--- src/rtl/bwmul_pkg.sv ---
package bwmul_pkg;

   // Operation codes presented on op_i.
   typedef enum logic [1:0] {
      OP_BYTE = 2'b00,
      OP_WSGN = 2'b01,
      OP_WUNS = 2'b10,
      OP_RSVD = 2'b11
   } mul_op_e;

   // Controller states.
   typedef enum logic [1:0] {
      ST_IDLE = 2'b00,
      ST_ITER = 2'b01,
      ST_FIX  = 2'b10,
      ST_HOLD = 2'b11
   } mul_st_e;

   typedef struct packed {
      logic s;
      logic z;
      logic c;
      logic pv;
   } mul_flags_t;

endpackage

--- src/rtl/bwmul_ctrl.sv ---
module bwmul_ctrl
   import bwmul_pkg::*;
#(
   parameter int BYTE_W = 8
) (
   input  logic    clk,
   input  logic    rst_n,
   input  logic    start_i,
   input  logic [1:0] op_i,
   output logic    load_o,
   output logic    step_o,
   output logic    fix_o,
   output logic    finish_o,
   output logic    busy_o,
   output mul_op_e op_o
);

   localparam int WORD_W = 2 * BYTE_W;
   localparam int CW     = $clog2(WORD_W + 1);

   mul_st_e        st_q, st_d;
   mul_op_e        op_q;
   logic [CW-1:0]  cnt_q;
   logic [CW-1:0]  limit;
   logic           last;
   logic           accept;

   assign accept = (st_q == ST_IDLE) && start_i && (op_i != OP_RSVD);
   assign limit  = (op_q == OP_BYTE) ? CW'(BYTE_W) : CW'(WORD_W);
   assign last   = (cnt_q == (limit - CW'(1)));

   always_comb begin
      st_d = st_q;
      unique case (st_q)
         ST_IDLE: if (accept) st_d = ST_ITER;
         ST_ITER: begin
            if (last) st_d = (op_q == OP_BYTE) ? ST_IDLE : ST_FIX;
         end
         ST_FIX:  st_d = (op_q == OP_WSGN) ? ST_IDLE : ST_HOLD;
         ST_HOLD: st_d = ST_IDLE;
         default: st_d = ST_IDLE;
      endcase
   end

   always_ff @(posedge clk or negedge rst_n) begin
      if (!rst_n) begin
         st_q  <= ST_IDLE;
         op_q  <= OP_BYTE;
         cnt_q <= '0;
      end else begin
         st_q <= st_d;
         if (accept) begin
            op_q  <= mul_op_e'(op_i);
            cnt_q <= '0;
         end else if (st_q == ST_ITER) begin
            cnt_q <= cnt_q + CW'(1);
         end
      end
   end

   assign load_o   = accept;
   assign step_o   = (st_q == ST_ITER);
   assign fix_o    = (st_q == ST_FIX);
   assign finish_o = ((st_q == ST_ITER) && last && (op_q == OP_BYTE))
                   || ((st_q == ST_FIX) && (op_q == OP_WSGN))
                   || (st_q == ST_HOLD);
   assign busy_o   = (st_q != ST_IDLE);
   assign op_o     = op_q;

   // the latched operation never changes while an operation runs.
   a_r9_op_held: assert property (@(posedge clk) disable iff (!rst_n)
      (st_q != ST_IDLE) |=> (op_q == $past(op_q)));

   // a reserved code leaves the controller idle.
   a_r10_rsvd_ignored: assert property (@(posedge clk) disable iff (!rst_n)
      ((st_q == ST_IDLE) && start_i && (op_i == OP_RSVD)) |=> (st_q == ST_IDLE));

   // the iteration counter stays inside the mode's bit count.
   a_r5_cnt_bound: assert property (@(posedge clk) disable iff (!rst_n)
      (st_q == ST_ITER) |-> (cnt_q < limit));

endmodule

--- src/rtl/bwmul_dpath.sv ---
module bwmul_dpath
   import bwmul_pkg::*;
#(
   parameter int BYTE_W = 8
) (
   input  logic                  clk,
   input  logic                  rst_n,
   input  logic                  load_i,
   input  logic                  step_i,
   input  logic                  fix_i,
   input  logic [1:0]            op_new_i,
   input  mul_op_e               op_i,
   input  logic [2*BYTE_W-1:0]   acc_i,
   input  logic [2*BYTE_W-1:0]   opnd_i,
   output logic [4*BYTE_W-1:0]   prod_nxt_o
);

   localparam int WORD_W = 2 * BYTE_W;
   localparam int PROD_W = 2 * WORD_W;

   logic [WORD_W-1:0] a_q, b_q;
   logic [WORD_W-1:0] a_ld, b_ld;
   logic [PROD_W-1:0] mcand_q;
   logic [WORD_W-1:0] mplier_q;
   logic [PROD_W-1:0] prod_q;
   logic [PROD_W-1:0] addend;
   logic [PROD_W-1:0] corr;

   // Operand selection at load: byte mode splits the accumulator.
   always_comb begin
      if (mul_op_e'(op_new_i) == OP_BYTE) begin
         a_ld = {{BYTE_W{1'b0}}, acc_i[WORD_W-1:BYTE_W]};
         b_ld = {{BYTE_W{1'b0}}, acc_i[BYTE_W-1:0]};
      end else begin
         a_ld = acc_i;
         b_ld = opnd_i;
      end
   end

   assign addend = mplier_q[0] ? mcand_q : '0;

   // Signed correction: subtract each operand shifted up by the word
   // width when the other operand is negative (modulo 2^PROD_W).
   assign corr = (a_q[WORD_W-1] ? {b_q, {WORD_W{1'b0}}} : '0)
               + (b_q[WORD_W-1] ? {a_q, {WORD_W{1'b0}}} : '0);

   always_comb begin
      prod_nxt_o = prod_q;
      if (load_i) begin
         prod_nxt_o = '0;
      end else if (step_i) begin
         prod_nxt_o = prod_q + addend;
      end else if (fix_i && (op_i == OP_WSGN)) begin
         prod_nxt_o = prod_q - corr;
      end
   end

   always_ff @(posedge clk or negedge rst_n) begin
      if (!rst_n) begin
         a_q      <= '0;
         b_q      <= '0;
         mcand_q  <= '0;
         mplier_q <= '0;
         prod_q   <= '0;
      end else begin
         prod_q <= prod_nxt_o;
         if (load_i) begin
            a_q      <= a_ld;
            b_q      <= b_ld;
            mcand_q  <= {{WORD_W{1'b0}}, a_ld};
            mplier_q <= b_ld;
         end else if (step_i) begin
            mcand_q  <= {mcand_q[PROD_W-2:0], 1'b0};
            mplier_q <= {1'b0, mplier_q[WORD_W-1:1]};
         end
      end
   end

   // a byte-mode product never reaches the upper word.
   a_r1_byte_fits: assert property (@(posedge clk) disable iff (!rst_n)
      (op_i == OP_BYTE) |-> (prod_q[PROD_W-1:WORD_W] == '0));

   // during the loop the multiplier only loses bits.
   a_r3_mplier_drains: assert property (@(posedge clk) disable iff (!rst_n)
      (step_i && !load_i) |=> (mplier_q == ($past(mplier_q) >> 1)));

endmodule

--- src/rtl/bwmul_flags.sv ---
module bwmul_flags
   import bwmul_pkg::*;
#(
   parameter int BYTE_W = 8
) (
   input  mul_op_e              op_i,
   input  logic [4*BYTE_W-1:0]  prod_i,
   output mul_flags_t           flags_o
);

   localparam int WORD_W = 2 * BYTE_W;
   localparam int PROD_W = 2 * WORD_W;

   logic              ext_bit;
   logic [WORD_W-1:0] mism;

   assign ext_bit = (op_i == OP_WSGN) ? prod_i[WORD_W-1] : 1'b0;

   // One comparator per upper-half bit against the expected extension.
   for (genvar i = 0; i < WORD_W; i++) begin : g_ext
      assign mism[i] = prod_i[WORD_W + i] ^ ext_bit;
   end

   assign flags_o.s  = prod_i[PROD_W-1];
   assign flags_o.z  = ~|prod_i;
   assign flags_o.c  = |mism;
   assign flags_o.pv = 1'b0;

endmodule

--- src/rtl/bwmul_unit.sv ---
module bwmul_unit
   import bwmul_pkg::*;
#(
   parameter int BYTE_W = 8
) (
   input  logic                 clk,
   input  logic                 rst_n,
   input  logic                 start_i,
   input  logic [1:0]           op_i,
   input  logic [2*BYTE_W-1:0]  acc_i,
   input  logic [2*BYTE_W-1:0]  opnd_i,
   output logic [4*BYTE_W-1:0]  result_o,
   output logic                 flag_s_o,
   output logic                 flag_z_o,
   output logic                 flag_c_o,
   output logic                 flag_pv_o,
   output logic                 wen_s_o,
   output logic                 wen_z_o,
   output logic                 wen_c_o,
   output logic                 wen_pv_o,
   output logic                 done_o,
   output logic                 busy_o
);

   localparam int PROD_W = 4 * BYTE_W;

   if (BYTE_W < 2) begin : g_bad_width
      $error("bwmul_unit: BYTE_W must be at least 2");
   end

   logic              load, step, fix, finish;
   mul_op_e           op_cur;
   logic [PROD_W-1:0] prod_nxt;
   mul_flags_t        flg_nxt;

   logic [PROD_W-1:0] res_q;
   mul_flags_t        flg_q;
   logic              wen_q;
   logic              done_q;

   bwmul_ctrl #(.BYTE_W(BYTE_W)) u_ctrl (
      .clk      (clk),
      .rst_n    (rst_n),
      .start_i  (start_i),
      .op_i     (op_i),
      .load_o   (load),
      .step_o   (step),
      .fix_o    (fix),
      .finish_o (finish),
      .busy_o   (busy_o),
      .op_o     (op_cur)
   );

   bwmul_dpath #(.BYTE_W(BYTE_W)) u_dpath (
      .clk        (clk),
      .rst_n      (rst_n),
      .load_i     (load),
      .step_i     (step),
      .fix_i      (fix),
      .op_new_i   (op_i),
      .op_i       (op_cur),
      .acc_i      (acc_i),
      .opnd_i     (opnd_i),
      .prod_nxt_o (prod_nxt)
   );

   bwmul_flags #(.BYTE_W(BYTE_W)) u_flags (
      .op_i    (op_cur),
      .prod_i  (prod_nxt),
      .flags_o (flg_nxt)
   );

   always_ff @(posedge clk or negedge rst_n) begin
      if (!rst_n) begin
         res_q  <= '0;
         flg_q  <= '0;
         wen_q  <= 1'b0;
         done_q <= 1'b0;
      end else begin
         done_q <= finish;
         wen_q  <= finish && (op_cur != OP_BYTE);
         if (finish) begin
            res_q <= prod_nxt;
            if (op_cur != OP_BYTE) flg_q <= flg_nxt;
         end
      end
   end

   assign result_o  = res_q;
   assign flag_s_o  = flg_q.s;
   assign flag_z_o  = flg_q.z;
   assign flag_c_o  = flg_q.c;
   assign flag_pv_o = flg_q.pv;
   assign wen_s_o   = wen_q;
   assign wen_z_o   = wen_q;
   assign wen_c_o   = wen_q;
   assign wen_pv_o  = wen_q;
   assign done_o    = done_q;

   // completion is a single-cycle pulse.
   a_r12_done_single: assert property (@(posedge clk) disable iff (!rst_n)
      done_o |=> !done_o);

   // flag writes only accompany completion.
   a_r12_wen_with_done: assert property (@(posedge clk) disable iff (!rst_n)
      (wen_s_o || wen_z_o || wen_c_o || wen_pv_o) |-> done_o);

   // a finished byte operation writes no flag.
   a_r2_byte_no_wen: assert property (@(posedge clk) disable iff (!rst_n)
      (done_o && (op_cur == OP_BYTE)) |-> !(wen_s_o || wen_z_o || wen_c_o || wen_pv_o));

   // P/V is cleared whenever it is written.
   a_r8_pv_zero: assert property (@(posedge clk) disable iff (!rst_n)
      wen_pv_o |-> !flag_pv_o);

   // busy only drops in the cycle that completes.
   a_r5_busy_until_done: assert property (@(posedge clk) disable iff (!rst_n)
      $fell(busy_o) |-> done_o);

   // S always mirrors the product's top bit after a word write.
   a_r6_sign_bit: assert property (@(posedge clk) disable iff (!rst_n)
      wen_s_o |-> (flag_s_o == result_o[PROD_W-1]));

endmodule

--- config.mk ---
export PLATFORM = sky130hd
export DESIGN_NAME = bwmul_unit
export DESIGN_NICKNAME = d
export VERILOG_FILES = /design/src/rtl/bwmul_pkg.sv /design/src/rtl/bwmul_ctrl.sv /design/src/rtl/bwmul_dpath.sv /design/src/rtl/bwmul_flags.sv /design/src/rtl/bwmul_unit.sv
export SDC_FILE = /design/constraint.sdc
export NUM_CORES = 1
export LEC_CHECK = 0
export CAP_MARGIN = 0
export CORE_MARGIN = 1.5
export CORE_UTILIZATION = 65
export DETAILED_ROUTE_END_ITERATION = 10
export DONT_BUFFER_PORTS = 1
export PLACE_DENSITY = 0.81
export SYNTH_ARGS = -nofsm -noshare
export SYNTH_HDL_FRONTEND = slang
export SYNTH_HIERARCHICAL = 1
export SYNTH_SLANG_ARGS = --single-unit
export TNS_END_PERCENT = 20
--- constraint.sdc ---
create_clock -name clk -period 4.63 [get_ports clk]
set_clock_uncertainty 0.2 [all_clocks]
set_input_delay 0.926 -clock clk [delete_from_list [all_inputs] [get_ports clk]]
set_output_delay 0.926 -clock clk [all_outputs]
set_load 0.01 [all_outputs]
## Word-level counts from Yosys, hierarchy flattened

Cells that the tools add are included.

| word-level totals | value |
|---|---|
| RAM bits | 0 |
| input port bits | 37 |
| memories kept | 0 |
| bits in latches | 0 |
| output and inout bits | 42 |
| logic and storage cells | 83 |
| ROM bits | 0 |
| register bits | 158 |

| operators by class | value |
|---|---|
| div/mod/pow operators | 0 |
| reduce and logical (&&, ||, !) cells | 19 |
| add/subtract/negate cells | 5 |
| equality and inequality tests | 8 |
| magnitude comparators | 0 |
| shift operators | 0 |
| multiply operators | 0 |
| bitwise gates (word level) | 16 |
| mux-type cells | 21 |

Operators with widths:

| kind | number |
|---|---|
| two-way mux 32 bit | 8 |
| adder 32 bit | 2 |
| two-way mux 16 bit | 4 |
| OR reduction 32 bit | 1 |
| subtractor 32 bit | 1 |
| OR reduction 16 bit | 1 |
| bitwise XOR 1 bit | 16 |
| two-way mux 5 bit | 3 |
| two-way mux 2 bit | 4 |
| case mux 2 bit (4 select lines) | 1 |
| logical AND 1 bit | 6 |
| zero test 2 bit | 3 |
| nonzero test 2 bit | 3 |
| adder 5 x 1 -> 5 bit (second input constant) | 1 |
| == test 5 bit | 1 |
| subtractor 5 x 1 -> 5 bit (second input constant) | 1 |
| == test 2 x 1 -> 1 bit (second input constant) | 2 |
| == test 2 bit (second input constant) | 2 |
| inequality test 2 bit (second input constant) | 2 |
| AND reduction 2 bit | 2 |
| logical OR 1 bit | 2 |
| inequality test 2 x 1 -> 1 bit (second input constant) | 1 |
| zero test 1 bit | 1 |
| two-way mux 1 bit | 1 |

## Longest topological paths before layout

Gate-level depths: netlist of run 1.

| logic depth | value |
|---|---|
| depth after elaboration | 9 |
| gate-level depth with buffers | 18 |
| depth with buffers taken out | 18 |

## Modules after synthesis

The synthesis of run 1 kept the hierarchy.

By module, submodules not included:

| module | area an instance (um^2) | sequential area each (um^2) | cells an instance | times used |
|---|---|---|---|---|
| bwmul_dpath | 7875.1 | 2802.7 | 872 | 1 |
| bwmul_unit | 1597.8 | 950.9 | 83 | 1 |
| bwmul_ctrl | 464.2 | 225.2 | 49 | 1 |
| bwmul_flags | 145.1 | 0.0 | 21 | 1 |

## Worst setup path after synthesis of run 1

OpenSTA, ideal clock, no wires.

| timing | value |
|---|---|
| kind | flip-flop to flip-flop |
| from | register u_dpath.a_q[15] |
| to | register flg_q, in the netlist flag_c_o |
| arrival time | 3.955 ns |
| period minus slack after synthesis | 4.280 ns |
| data required time | 4.305 ns |
| setup time | 0.125 ns |
| stages on the path, launching flop included | 19 |
| path slack | 0.350 ns |
| cell sequence | dfrtp_1 > inv_1 > nor2_1 > fa_1 > inv_1 > ha_1 > a21oi_1 > nand2b_1 > o31ai_2 > o2111ai_2 > o31ai_2 > xnor2_1 > o32ai_1 > nor3_1 > nor3b_2 > nand4_1 > nor4_1 > mux2i_1 > mux2_4 |

RTL lines:

| what | RTL line | RTL |
|---|---|---|
| start: declaration | bwmul_dpath.sv:21 | `logic [WORD_W-1:0] a_q, b_q;` |
| start signal: assignment | bwmul_dpath.sv:68 | `a_q <= a_ld;` |
| end signal: assignment | bwmul_unit.sv:84 | `if (op_cur != OP_BYTE) flg_q <= flg_nxt;` |
| end: declaration | bwmul_unit.sv:37 | `mul_flags_t flg_q;` |

==> impl_metrics.py, run 1 <==
metrics = {
    "status": {
        "status": "completed",
    },
    "cells_and_area": {
        "fin_cells": 1228,
        "utilization": 0.730,
        "diodes": 0,
        "drive_gt1_frac": 0.160,
        "fin_area_sq_um": 11100,
        "syn2layout_area_growth_pct": 10.0,
        "fin_nets": 1128,
        "layout_commonest_cell": "dfrtp_1",
        "final_cell_mix": "dfrtp_1 (156), nor2_1 (79), nand2_1 (73)",
    },
    "placement": {
        "hpwl_um": 17800,
        "gp_congestion": 0.954,
        "placed_area_sq_um": 10200,
        "placedCellCount": 1184,
        "portBuffers": 0,
    },
    "route": {
        "routed_wl_um": 25400,
        "vias": 7714,
        "top_layer": "met4",
        "ant_nets": 0,
        "drt-met1-wl_um": 10800,
        "viasPerCell": 6.28,
        "drtIter0Drc": 627,
        "routedWlPerCell_um": 20.7,
        "drc_errors": 0,
        "routed-wl-met2_um": 12100,
        "firstDrtPassIters": 7,
        "route.met3.wl_um": 1800,
    },
    "timing": {
        "fmax_mhz": 220,
        "period_minus_slack_ps": 4550,
        "hold_viol_final": 0,
        "max_slew_margin": 0.305,
        "fin_crit_sh": 0.982,
        "final-setup-viol-count": 0,
        "slew_viol_final": 0,
        "whs_ps": 131,
        "tightest_slew_ps": 1040,
    },
    "floorplan": {
        "start_util": 0.663,
        "dieHeight_um": 128,
        "die_area_sq_um": 16300,
        "core_sq_um": 15200,
        "die_x_um": 128,
        "top_level_ports": 79,
        "num_rows": 45,
    },
    "setup_path": {
        "worst_ep_arrival_time_ps": 4660,
        "critical_path_class": "reg -> reg",
        "critPathMaxFanout": 9,
        "crit_chain": "and2_1 -> ha_1 -> fa_1 -> a21o_1 -> a21o_2 -> a211oi_4 -> o31a_2 -> o21ai_2 -> a211oi_2 -> o21ai_2 -> xnor2_1 -> a221oi_1 -> buf_4 -> nor4_4 -> and4_1 -> mux2i_1 -> mux2_4",
        "required_ps": 4740,
        "end_kind": "flop",
        "path_common_cell": "o21ai_2",
        "crit_family": "compound AO/OA/AOI/OAI gates",
        "cp_slowest_cell": "dfrtp_2",
        "slowest_delay_ps": 460,
        "crit_buf_inv": 1,
        "startpoint_type": "flop",
    },
    "logic_synthesis": {
        "ys_ff_latch": 159,
        "ys.flop_type": "dfrtp_1",
        "ys_warn_count": 6,
        "yosysSeqAreaShare": 0.395,
        "synthesis.nets": 1126,
        "synthCells": 1025,
        "synth_edf_count": 0,
        "synth-async-reset-ratio": 1.00,
        "syn_area_sq_um": 10100,
        "synth.distinct_cells": 76,
        "postSynthAreaPerCell_sq_um": 9.84,
    },
    "global_routing": {
        "antenna_found_initial": 0,
        "grt_overflow": 0,
        "grt_pass1_wl_um": 39700,
        "grt_usage": 0.317,
        "grt_pass1_vias": 7420,
        "grt_max_degree": 127,
    },
    "hold_path": {
        "worstHoldPathType": "in -> async",
    },
    "cts": {
        "cts-root-buf": "clkbuf_16",
        "worstSkewPairLatency_ps": 430,
        "cts_tree": "yes",
        "cts_buffers": 17,
        "cts.sinks": 159,
        "h-tree-depth": 4,
        "clk_pin_slew_ps": 70,
        "clockBufferDepth": 2,
    },
    "flow_run": {
        "timing.max_cap.violations": 0,
    },
}
[flip-flops by register name, summed over array words and instances (netlist names)]
signal            flops
flag_z_o              1
u_dpath/a_q          16
u_dpath/prod_q       32
u_dpath/mcand_q      32
u_ctrl/op_o           2
wen_c_o               1
result_o             32
flag_pv_o             1
u_ctrl/cnt_q          5
u_dpath/b_q          16
done_o                1
flag_c_o              1
u_ctrl/st_q           2
u_dpath/mplier_q     16
flag_s_o              1
[area by class of cell]
type | instances | area, sq um
flip-flops and latches | 159 | 3980
well taps | 188 | 235
multi-input cells | 744 | 5710
repair buffers | 34 | 289
fillers | 1077 | 4110
clock buffers | 20 | 457
clock inverters | 12 | 151
inverters | 71 | 272
[synth_stat cells (all sizes together) (8+ instances only)]
library cell,count,area share
and2,50,0.031
inv,70,0.026
xnor2,17,0.015
nand2,73,0.027
dfrtp,159,0.39
nand2b,9,0.0056
buf,18,0.018
a21o,25,0.019
and3,8,0.0057
o21a,35,0.026
clkbuf,33,0.012
mux2i,44,0.044
xor2,18,0.016
nor4,8,0.0050
o21ai,54,0.029
mux2,53,0.072
a211oi,15,0.013
nand3,46,0.023
a21oi,62,0.031
fa,16,0.032
nor2,79,0.029
ha,48,0.060
[per-stage QoR]
stage | TNS, ps | setup slack, ps
finish | 0 | 84.0
global route | -113 | -104
CTS | 0 | 6.09
detailed placement | 0 | 49.7
global placement | 0 | 134
floorplan | 0 | 350
[worst paths after layout]
| kind | startpoint | end | slack [ps] | depth (start not counted) |
|---|---|---|---|---|
| max | u_dpath/mplier_q[0]$_DFFE_PN0P_ | flag_c_o$_DFFE_PN0P_ | 80 | 17 |
| min | rst_n | u_dpath/prod_q[26]$_DFF_PN0_ | 130 | 1 |
| max reg2reg | u_dpath/mplier_q[0]$_DFFE_PN0P_ | flag_c_o$_DFFE_PN0P_ | 80 | 17 |
| min reg2reg | u_dpath/a_q[1]$_DFFE_PN0P_ | u_dpath/a_q[1]$_DFFE_PN0P_ | 310 | 1 |
| max in group asynchronous | rst_n | u_dpath/b_q[15]$_DFFE_PN0P_ | 3480 | 1 |
| min in group clk | u_dpath/a_q[1]$_DFFE_PN0P_ | u_dpath/a_q[1]$_DFFE_PN0P_ | 310 | 1 |
[kinds of logic (layout without fill, tap and decap cells)]
family                     count (synthesis)  in the layout  synth area share
other                                      1              1          0.000372
xor gates and xnor gates                  35             35            0.0304
DFF                                      159            159             0.395
AOI/OAI and AO/OA                        234            234             0.156
muxes                                     97             97             0.116
buffers and inverters                    122            137            0.0565
and+or+nand+nor                          313            313             0.155
adders and majority gates                 64             64            0.0913
[layer usage]
| layer | vias to the layer above | global-route usage |
|---|---|---|
| met1 | 3748 | 0.433 |
| met2 | 321 | 0.513 |
| li1 | 3591 | - |
| met3 | 54 | 0.0657 |
| met4 | 0 | 0.0963 |
| met5 | - | 0 |
[worst reg2reg max path: stages, from the launching register on]
cell and delay [ps]:
dfrtp_2 460, and2_1 160, ha_1 210, fa_1 420
a21o_1 190, a21o_2 250, a211oi_4 270, o31a_2 210
o21ai_2 100, a211oi_2 300, o21ai_2 110, xnor2_1 250
a221oi_1 140, buf_4 200, nor4_4 310, and4_1 270
mux2i_1 90, mux2_4 290
[repair_timing]
action,4_1_cts,5_1_grt
setup buffers,0,10
endpoints found under the setup margin,1,2
pin swaps,0,17
hold endpoints to repair,126,0
gates resized for setup,1,30
hold buffers,2,0
Power of run 1 is left out: the tool's default activity adds up to more than one toggle a clock period on the data nets, which glitch-free logic cannot reach.
==> run 2: changes to the inputs <==
RECOVER_POWER = 50   (was not set)
SLEW_MARGIN = 5   (was not set)
==> run 2 against run 1 <==
- the flow now finishes with violations (capacitance limit, slew limit)
- core utilization fell by 0.29 points
- critical path depth did not move
- non-clock buffer count did not move
- flip-flop and latch count did not move
- critical path type unchanged
- highest routed layer unchanged
==> impl_metrics.py, run 2 (synthesized netlist as in run 1, its figures left out) <==
metrics = {
    "status": {
        "status": "finished, violations left",
        "failed_checks": "capacitance limit, slew limit",
    },
    "timing": {
        "fin_crit_sh": 0.982,
        "final-setup-viol-count": 0,
        "fmax_mhz": 220,
        "slew_viol_final": 161,
        "tightest_slew_ps": 3040,
        "period_minus_slack_ps": 4550,
        "hold_viol_final": 0,
        "max_slew_margin": -1.02,
    },
    "cells_and_area": {
        "diodes": 0,
        "final_cell_mix": "dfrtp_1 (156), nor2_1 (79), nand2_1 (73)",
        "register_area_sq_um": 3980,
        "fillCellCount": 1081,
        "fin_nets": 1128,
        "syn2layout_area_growth_pct": 9.58,
        "multi_input_area_sq_um": 5700,
        "layout_commonest_cell": "dfrtp_1",
        "drive_gt1_frac": 0.158,
        "utilization": 0.727,
    },
    "floorplan": {
        "die_area_sq_um": 16300,
        "dieHeight_um": 128,
        "num_rows": 45,
        "core_sq_um": 15200,
        "top_level_ports": 79,
        "start_util": 0.663,
        "die_x_um": 128,
    },
    "global_routing": {
        "grtUsageMet1": 0.433,
        "use_met3": 0.0657,
        "grtUsageMet2": 0.513,
        "grt_pass1_wl_um": 39700,
        "grt_overflow": 0,
        "busiest_layer": "met2",
        "grt_max_degree": 127,
        "grt_pass1_vias": 7420,
        "grt_usage": 0.317,
        "antenna_found_initial": 0,
    },
    "cts": {
        "cts_tree": "yes",
        "cts-root-buf": "clkbuf_16",
        "clockBufferDepth": 2,
        "cts.sinks": 159,
        "h-tree-depth": 4,
        "clk_pin_slew_ps": 70,
        "worstSkewPairLatency_ps": 430,
        "cts_buffers": 17,
    },
    "setup_path": {
        "reg2reg_slack_ps": 80,
        "required_ps": 4740,
        "critical_path_class": "reg -> reg",
        "worstReg2RegEnd": "flag_c_o$_DFFE_PN0P_",
        "critPathMaxFanout": 9,
        "reg2reg_depth": 17,
        "startpoint_type": "flop",
        "end_kind": "flop",
        "r2r_start": "u_dpath/mplier_q[0]$_DFFE_PN0P_",
        "worst_ep_arrival_time_ps": 4660,
    },
    "placement": {
        "hpwl_um": 17800,
        "portBuffers": 0,
        "gp_congestion": 0.954,
    },
    "hold_path": {
        "worst_hold_startpoint": "u_dpath/b_q[4]$_DFFE_PN0P_",
        "worstHoldPathType": "reg -> reg",
        "whs_endpoint": "u_dpath/b_q[4]$_DFFE_PN0P_",
        "min_path_cells": 1,
    },
    "route": {
        "drc_errors": 0,
        "firstDrtPassIters": 5,
        "vias": 7796,
        "viasPerCell": 6.35,
        "ant_nets": 0,
        "routedWlPerCell_um": 20.7,
        "routed_wl_um": 25500,
        "drtIter0Drc": 649,
    },
    "flow_run": {
        "timing.max_cap.violations": 2,
    },
}
## run 2: area by class of cell
type,instances,share of cell area
sequential,159,0.360
timing repair buffer,34,0.0227
multi-input combinational,744,0.516
clock buffer,20,0.0413
inverter,71,0.0246
tap,188,0.0213
clock inverter,12,0.0137
## run 2: worst max-delay path: stages, from the launching register on
cell,delay [ps]
dfrtp_2,460
and2_1,160
ha_1,210
fa_1,420
a21o_1,190
a21o_2,250
a211oi_4,270
o31a_2,210
o21ai_2,100
a211oi_2,300
o21ai_2,110
xnor2_1,250
a221oi_1,140
buf_4,200
nor4_4,320
and4_1,270
mux2i_1,90
mux2_4,290
## run 2: per-layer routing
| metal | vias to the layer above | wire length [um] |
|---|---|---|
| li1 | 3584 | - |
| met1 | 3830 | 10700 |
| met2 | 324 | 12100 |
| met3 | 58 | 1890 |
| met4 | 0 | 785 |
| met5 | - | 0 |
## run 2: timing repair
item / 4_1_cts / 5_1_grt
resized for setup: 1 / 30
buffers inserted: 0 / 10
endpoints found under the hold margin: 126 / 0
hold buffers: 2 / 0
endpoints found under the setup margin: 1 / 2
pin swaps: 0 / 17
## run 2: worst max path at each step
stage | depth (start not counted) | slack [ps] | startpoint | end
after floorplan | 18 | 350 | u_dpath/a_q[15]$_DFFE_PN0P_ | flag_c_o$_DFFE_PN0P_
after global placement | 17 | 130 | u_dpath/mplier_q[0]$_DFFE_PN0P_ | flag_c_o$_DFFE_PN0P_
after detailed placement | 19 | 50 | u_dpath/a_q[15]$_DFFE_PN0P_ | flag_c_o$_DFFE_PN0P_
after CTS | 19 | 6 | u_dpath/a_q[15]$_DFFE_PN0P_ | flag_c_o$_DFFE_PN0P_
after global routing | 18 | -100 | u_dpath/a_q[15]$_DFFE_PN0P_ | flag_c_o$_DFFE_PN0P_
final | 17 | 80 | u_dpath/mplier_q[0]$_DFFE_PN0P_ | flag_c_o$_DFFE_PN0P_
## run 2: through the flow
step                setup slack (ps)  instance area (sq um)  hold slack [ps]  setup TNS [ps]  instances
finish                          81.2                  11000              308               0       1228
global route                    -104                  11000              324            -113       1228
CTS                             6.09                  10800              129               0       1218
detailed placement              49.7                  10200              292               0       1184
global placement                 134                  10200              272               0       1184
floorplan                        350                  10100              246               0       1025
Power of run 2 is left out for the same reason.
